$ cat src/rtl/fcw_pkg.sv
package fcw_pkg;

  // Number of exception flags and their mask bits
  localparam int unsigned XCPT_CNT = 6;

  // Width of the control and status words
  localparam int unsigned WORD_W = 16;

  // Status-word bit carrying the unmasked-pending summary
  localparam int unsigned SUMMARY_POS = 7;

  // Control word after reset: all exceptions masked
  localparam logic [WORD_W-1:0] CW_RESET = 16'h037F;

  // Index of each exception flag and its mask bit
  typedef enum logic [2:0] {
    XC_INVALID  = 3'd0,
    XC_DENORM   = 3'd1,
    XC_ZERODIV  = 3'd2,
    XC_OVERFLOW = 3'd3,
    XC_UNDERFLW = 3'd4,
    XC_PRECISN  = 3'd5
  } xcpt_idx_e;

endpackage

$ cat src/rtl/fcw_ctrl_reg.sv
module fcw_ctrl_reg #(
  parameter int unsigned CW_W = 16,
  parameter logic [CW_W-1:0] RESET_VAL = '0
) (
  input  logic            clk,
  input  logic            rst,
  input  logic            ld_valid,
  input  logic [CW_W-1:0] ld_data,
  input  logic            ld_block,
  output logic [CW_W-1:0] cw_q,
  output logic            dna_q
);

  logic ld_take;
  assign ld_take = ld_valid & ~ld_block;

  always_ff @(posedge clk) begin
    if (rst) begin
      cw_q  <= RESET_VAL;
      dna_q <= 1'b0;
    end else begin
      // A blocked load faults for one cycle and keeps the old word
      dna_q <= ld_valid & ld_block;
      if (ld_take) begin
        cw_q <= ld_data;
      end
    end
  end

endmodule

$ cat src/rtl/fcw_flag_reg.sv
module fcw_flag_reg #(
  parameter int unsigned N = 6
) (
  input  logic         clk,
  input  logic         rst,
  input  logic         clr,
  input  logic [N-1:0] set_in,
  output logic [N-1:0] flags_q
);

  always_ff @(posedge clk) begin
    if (rst) begin
      flags_q <= '0;
    end else if (clr) begin
      // A clear overrides any flag raised in the same cycle
      flags_q <= '0;
    end else begin
      flags_q <= flags_q | set_in;
    end
  end

endmodule

$ cat src/rtl/fcw_xcpt_eval.sv
module fcw_xcpt_eval #(
  parameter int unsigned N = 6
) (
  input  logic         [N-1:0] flags,
  input  logic         [N-1:0] masks,
  input  logic                 iss_valid,
  input  logic                 iss_wait,
  output logic         [N-1:0] pend_vec,
  output logic                 summary,
  output logic                 req
);

  genvar gi;
  generate
    for (gi = 0; gi < N; gi++) begin : g_pend
      assign pend_vec[gi] = flags[gi] & ~masks[gi];
    end
  endgenerate

  assign summary = |pend_vec;

  // Only a waiting instruction turns pending state into a request
  assign req = iss_valid & iss_wait & summary;

endmodule

$ cat src/rtl/fcw_xcpt_unit.sv
module fcw_xcpt_unit #(
  parameter int unsigned CW_W     = fcw_pkg::WORD_W,
  parameter int unsigned NUM_XCPT = fcw_pkg::XCPT_CNT,
  parameter int unsigned SUM_POS  = fcw_pkg::SUMMARY_POS,
  parameter logic [CW_W-1:0] CW_INIT = fcw_pkg::CW_RESET
) (
  input  logic                clk,
  input  logic                rst,
  input  logic                ld_valid,
  input  logic [CW_W-1:0]     ld_data,
  input  logic                clr_cmd,
  input  logic                iss_valid,
  input  logic                iss_wait,
  input  logic [NUM_XCPT-1:0] flag_set,
  input  logic                sys_emul,
  input  logic                sys_tswitch,
  output logic [CW_W-1:0]     ctrl_word,
  output logic [CW_W-1:0]     stat_word,
  output logic                xcpt_req,
  output logic                dna_fault
);

  localparam int unsigned MASK_LSB = 0;
  localparam int unsigned MASK_MSB = MASK_LSB + NUM_XCPT - 1;

  logic [CW_W-1:0]     cw_q;
  logic [NUM_XCPT-1:0] flags_q;
  logic [NUM_XCPT-1:0] pend_vec;
  logic                summary;
  logic                ld_block;

  assign ld_block = sys_emul | sys_tswitch;

  fcw_ctrl_reg #(
    .CW_W      (CW_W),
    .RESET_VAL (CW_INIT)
  ) u_ctrl (
    .clk      (clk),
    .rst      (rst),
    .ld_valid (ld_valid),
    .ld_data  (ld_data),
    .ld_block (ld_block),
    .cw_q     (cw_q),
    .dna_q    (dna_fault)
  );

  fcw_flag_reg #(
    .N (NUM_XCPT)
  ) u_flags (
    .clk     (clk),
    .rst     (rst),
    .clr     (clr_cmd),
    .set_in  (flag_set),
    .flags_q (flags_q)
  );

  fcw_xcpt_eval #(
    .N (NUM_XCPT)
  ) u_eval (
    .flags     (flags_q),
    .masks     (cw_q[MASK_MSB:MASK_LSB]),
    .iss_valid (iss_valid),
    .iss_wait  (iss_wait),
    .pend_vec  (pend_vec),
    .summary   (summary),
    .req       (xcpt_req)
  );

  // Status word: flags, summary bit, everything else (incl. condition codes) tied low
  genvar gs;
  generate
    for (gs = 0; gs < CW_W; gs++) begin : g_sw
      if (gs < NUM_XCPT) begin : g_flag
        assign stat_word[gs] = flags_q[gs];
      end else if (gs == SUM_POS) begin : g_sum
        assign stat_word[gs] = summary;
      end else begin : g_zero
        assign stat_word[gs] = 1'b0;
      end
    end
  endgenerate

  assign ctrl_word = cw_q;

  logic unused_pend;
  assign unused_pend = ^pend_vec;

endmodule

$ cat config.mk
export PLATFORM = sky130hd
export DESIGN_NAME = fcw_xcpt_unit
export DESIGN_NICKNAME = d
export VERILOG_FILES = /design/src/rtl/fcw_pkg.sv /design/src/rtl/fcw_ctrl_reg.sv /design/src/rtl/fcw_flag_reg.sv /design/src/rtl/fcw_xcpt_eval.sv /design/src/rtl/fcw_xcpt_unit.sv
export SDC_FILE = /design/constraint.sdc
export NUM_CORES = 1
export LEC_CHECK = 0
export BUFFER_PORTS_ARGS = -buffer_cell sky130_fd_sc_hd__buf_4
export CAP_MARGIN = 20
export CORE_MARGIN = 4
export CORE_UTILIZATION = 35
export DETAILED_ROUTE_END_ITERATION = 7
export GPL_ROUTABILITY_DRIVEN = 0
export PLACE_DENSITY = 0.66
export SLEW_MARGIN = 30
export SYNTH_ARGS = -nofsm -noshare
export SYNTH_HDL_FRONTEND = slang
export SYNTH_SLANG_ARGS = --single-unit
$ cat constraint.sdc
create_clock -name clk -period 1.95 [get_ports clk]
set_input_delay 0.2925 -clock clk [delete_from_list [all_inputs] [get_ports clk]]
set_output_delay 0.2925 -clock clk [all_outputs]
set_load 0.02 [all_outputs]
### After elaboration in Yosys (flattened, before gate mapping)

Cells that the tools add are included.

* input port bits: 30
* word-level logic and storage cells: 24
* register bits after elaboration: 23
* output and inout port bits: 34

* reductions and logical operators: 2
* bitwise operators: 19

Operator list (number)
* $and A1 B1 Y1: 10
* $not A1 Y1: 7
* $or A6 B6 Y6: 1
* $reduce_or A6 Y1: 1
* $reduce_or A2 Y1: 1
* $or A1 B1 Y1: 1

### Depth between registers and ports, before layout

* word-level depth: 4
* mapped depth: 5
* gate-level depth less buffers: 3

### Cells and area by module

From an unflattened synthesis, not the netlist that was laid out.

* cells, all modules: 110
* area, all modules: 1079.8 µm²

Modules (own cells, without submodules)
* fcw_ctrl_reg: sequential area each 340.3 µm², cells an instance 73, instances 1, area each 719.4 µm²
* fcw_flag_reg: sequential area each 120.1 µm², cells an instance 13, instances 1, area each 171.4 µm²
* fcw_xcpt_eval: sequential area each 0.0 µm², cells an instance 12, instances 1, area each 103.8 µm²
* fcw_xcpt_unit: sequential area each 0.0 µm², cells an instance 12, instances 1, area each 85.1 µm²

### Worst setup path after synthesis

OpenSTA, ideal clock, no wires.

* path kind: register to output
* start point: register u_ctrl.cw_q[3]
* end point: output stat_word[7]
* stages on the path, launching flop included: 4
* buffers on the path: 1
* setup slack: 0.572 ns
* data arrival time: 1.086 ns
* required time: 1.657 ns
* cells stage by stage: dfxtp_1 o22ai_1 or3_1 buf_4

* longest elaborated chain between the ends: 3

Ends and longest elaborated chain
* start: declaration: RTL line fcw_ctrl_reg.sv:10 `output logic [CW_W-1:0] cw_q,`
* start signal: assignment: RTL line fcw_ctrl_reg.sv:25 `cw_q <= ld_data;`
* $not A1 Y1: RTL line fcw_xcpt_eval.sv:16 `assign pend_vec[gi] = flags[gi] & ~masks[gi];`
* $and A1 B1 Y1: RTL line fcw_xcpt_eval.sv:16
* $reduce_or A6 Y1: RTL line fcw_xcpt_eval.sv:20 `assign summary = |pend_vec;`
* end: declaration: RTL line fcw_xcpt_unit.sv:18 `output logic [CW_W-1:0] stat_word,`

Every way passes these cells.

### Worst setup path after layout

Ends and elaborated chain as after synthesis.

==> impl_metrics.py <==
metrics = {
    "status": {
        "status": "finished, final reports clean",
    },
    "clock_network": {
        "cts_tree": "built",
        "cts_sinks": 23,
        "cts_resized": 0,
        "htree_levels": 1,
        "cts_setup_buffers": 0,
        "cts_buffers": 3,
        "clock_path_buffers": 2,
        "clk_pin_slew_worst_paths_ns": 0.12,
        "cts_hold_buf": 0,
        "root_buffer": "clkbuf_4",
        "clock_latency_ns": 0.30,
    },
    "die": {
        "core.rowCount": 18,
        "pin_count": 64,
        "core_area_sq_um": 2520,
        "initial_core_util_pct": 37.2,
        "dieArea_sq_um": 3570,
        "die_w_um": 59.8,
        "die_y_um": 59.8,
    },
    "critical_path": {
        "cp-start-kind": "flop",
        "r2r_end": "u_ctrl.cw_q[15]",
        "worstSetupPathType": "reg -> out",
        "r2r-start": "u_ctrl.cw_q[15]",
        "worstPathArrival_ns": 1.34,
        "worstSetupStartpoint": "u_ctrl.cw_q[3]",
        "cp-end-kind": "output pin",
        "slowest_delay_ns": 0.39,
        "cp_max_fo": 3,
        "reg2reg_slack_ns": 1.32,
        "reg2reg_depth": 2,
        "cp_slowest_cell": "dfxtp_1",
        "required_ns": 1.66,
        "cp_cell_sequence": "o22ai_1 > or3_1 > buf_4",
        "crit_end": "stat_word[7]",
    },
    "place": {
        "place_inst": 188,
        "dp_hpwl_um": 1840,
        "port_buffers": 54,
    },
    "logic_synthesis": {
        "synth.avg_cell_area_sq_um": 8.69,
        "synth_cells": 108,
        "yosysSeqAreaShare_pct": 49.1,
        "yosysTopAreaCellShare_pct": 49.1,
        "synth_warnings": 0,
        "netlist_area_sq_um": 938,
        "synth.area.top_cells": "dfxtp_1 (49%), nand2_1 (13%), buf_4 (8.8%), nand3b_1 (7.2%), o21a_1 (4.8%)",
        "synth.largest_area_cell": "dfxtp_1",
        "synth-seq-cells": 23,
        "synthDistinctLibCells": 18,
    },
    "finish": {
        "nFillCells": 247,
        "final_layout_size_suffix_gt1_share_pct": 37.7,
        "syn_to_final_growth_pct": 42.9,
        "fin_cells": 192,
        "final_nets": 193,
        "diodes": 0,
    },
    "detailed_routing": {
        "dr_total_vias": 873,
        "routed-wl-met2_um": 1050,
        "wl_met1_um": 865,
        "drtPass1Iterations": 4,
        "wirelength_um": 2270,
        "drtIter0Drc": 37,
        "vias_per_cell": 4.55,
        "top_layer": "met4",
        "postRouteAntennaNets": 0,
        "drc": 0,
        "route.met3.wl_um": 318,
        "wire_per_inst_um": 11.8,
    },
    "timing": {
        "worst_slew_pin_slew_ns": 0.512,
        "relSlewSlack_pct": 65.9,
        "finClkSkew_ns": 0,
        "min_period_ns": 1.64,
        "fmax_ghz": 0.611,
        "final.period_utilization_pct": 83.9,
        "tns_ns": 0,
        "setup_viol": 0,
        "report.final.slew_viol_count": 0,
        "rsz0062_at_grt": "no",
        "finalHoldViolCount": 0,
    },
    "power": {
        "vdd_ir_drop_max_v": 0.000523,
        "power.density_nw_per_um2": 667,
        "leakagePower_nw": 0.657,
    },
    "min_path": {
        "min-delay-start": "flag_set[2]",
        "holdCritPathClass": "in -> reg",
    },
    "global_routing": {
        "grt_overflow": 0,
        "grt_max_degree": 19,
        "grt_pass1_vias": 844,
        "grt.total_usage_pct": 13.1,
        "antenna_found_initial": 0,
        "grt_pass1_wl_um": 3520,
    },
    "flow_run": {
        "drv_cap": 0,
    },
}
[registers in the layout (all words and copies together) (netlist names)]
name             flops
u_ctrl.cw_q         16
u_ctrl.dna_q         1
u_flags.flags_q      6
[stage by stage]
stage	area (sq um)	util (%)	worst slack (ns)	power [W]	hold slack, ns
after floorplan	968	-	0.572	0.000618	0.369
after global placement	1310	52.1	0.600	0.000690	0.444
after detailed placement	1310	52.1	0.537	0.000695	0.451
after CTS	1340	53.2	0.296	0.000910	0.167
after global routing	1340	53.2	0.245	0.000946	0.166
final	1340	53.2	0.313	0.000895	0.177
[final cells by class]
type / instances / area, sq um / share of cell area, %
flip-flops and latches: 23 / 460 / 34.3
repair buffers: 56 / 420 / 31.3
multi-input cells: 73 / 373 / 27.8
well taps: 30 / 37.5 / 2.80
clock buffers: 3 / 22.5 / 1.68
inverters: 6 / 22.5 / 1.68
clock inverters: 1 / 5.00 / 0.373
[synth_stat cells]
| cell type | number |
|---|---|
| buf_8 | 1 |
| conb_1 | 1 |
| buf_4 | 11 |
| buf_6 | 1 |
| nand2_1 | 32 |
| nand3b_1 | 9 |
| nor2_1 | 2 |
| inv_1 | 6 |
| clkbuf_1 | 1 |
| o22ai_1 | 3 |
| a21oi_1 | 7 |
| or3_1 | 1 |
| o311a_1 | 1 |
| o21a_1 | 6 |
| nor3b_2 | 1 |
| nor3b_1 | 1 |
| or3b_1 | 1 |
| dfxtp_1 | 23 |
[placed cells by master (no fill, tap or decap)]
| master | n |
|---|---|
| or3_1 | 1 |
| conb_1 | 9 |
| buf_4 | 56 |
| nand3b_1 | 9 |
| dfxtp_1 | 23 |
| clkinv_2 | 1 |
| o21a_1 | 6 |
| nor3b_1 | 1 |
| inv_1 | 6 |
| a21oi_1 | 7 |
| clkbuf_4 | 3 |
| o311a_1 | 1 |
| or3b_1 | 1 |
| o22ai_1 | 3 |
| nor3b_2 | 1 |
| nand2_1 | 32 |
| nor2_1 | 2 |
[worst max-delay path, delay by kind of cell, from the launching register on]
kind                   cells  cell delay, ns
flip-flops                 1            0.39
AND/OR/NAND/NOR            1            0.37
buffers and inverters      1            0.16
AO/OA/AOI/OAI              1            0.12
[logic make-up after synthesis]
kind of cell	Yosys count	share of synthesized area, %
AOI/OAI and AO/OA	17	11.6
buffers and inverters	20	14.4
DFF	23	49.1
other	1	0.400
and+or+nand+nor	47	24.5
[routing by layer]
metal	vias to the layer above	track usage (%)
li1	440	-
met2	49	21.6
met3	4	4.32
met5	-	0
met1	380	15.8
met4	0	4.75
[power breakdown]
part / internal [W] / switching [W] / total [W]
clock network: 0.0000764 / 0.000137 / 0.000213
logic: 0.0000863 / 0.0000902 / 0.000176
registers: 0.000491 / 0.0000137 / 0.000505
total: 0.000654 / 0.000241 / 0.000895
[worst min-delay path by stage]
stage	to	depth (start not counted)
5_1_grt	u_flags.flags_q[4]	2
3_5_place_dp	u_ctrl.cw_q[10]	2
4_1_cts	u_flags.flags_q[5]	2
6_report	u_flags.flags_q[2]	2
2_1_floorplan	u_ctrl.dna_q	1
3_3_place_gp	u_ctrl.cw_q[12]	2
(Power assumes the default switching activity.)
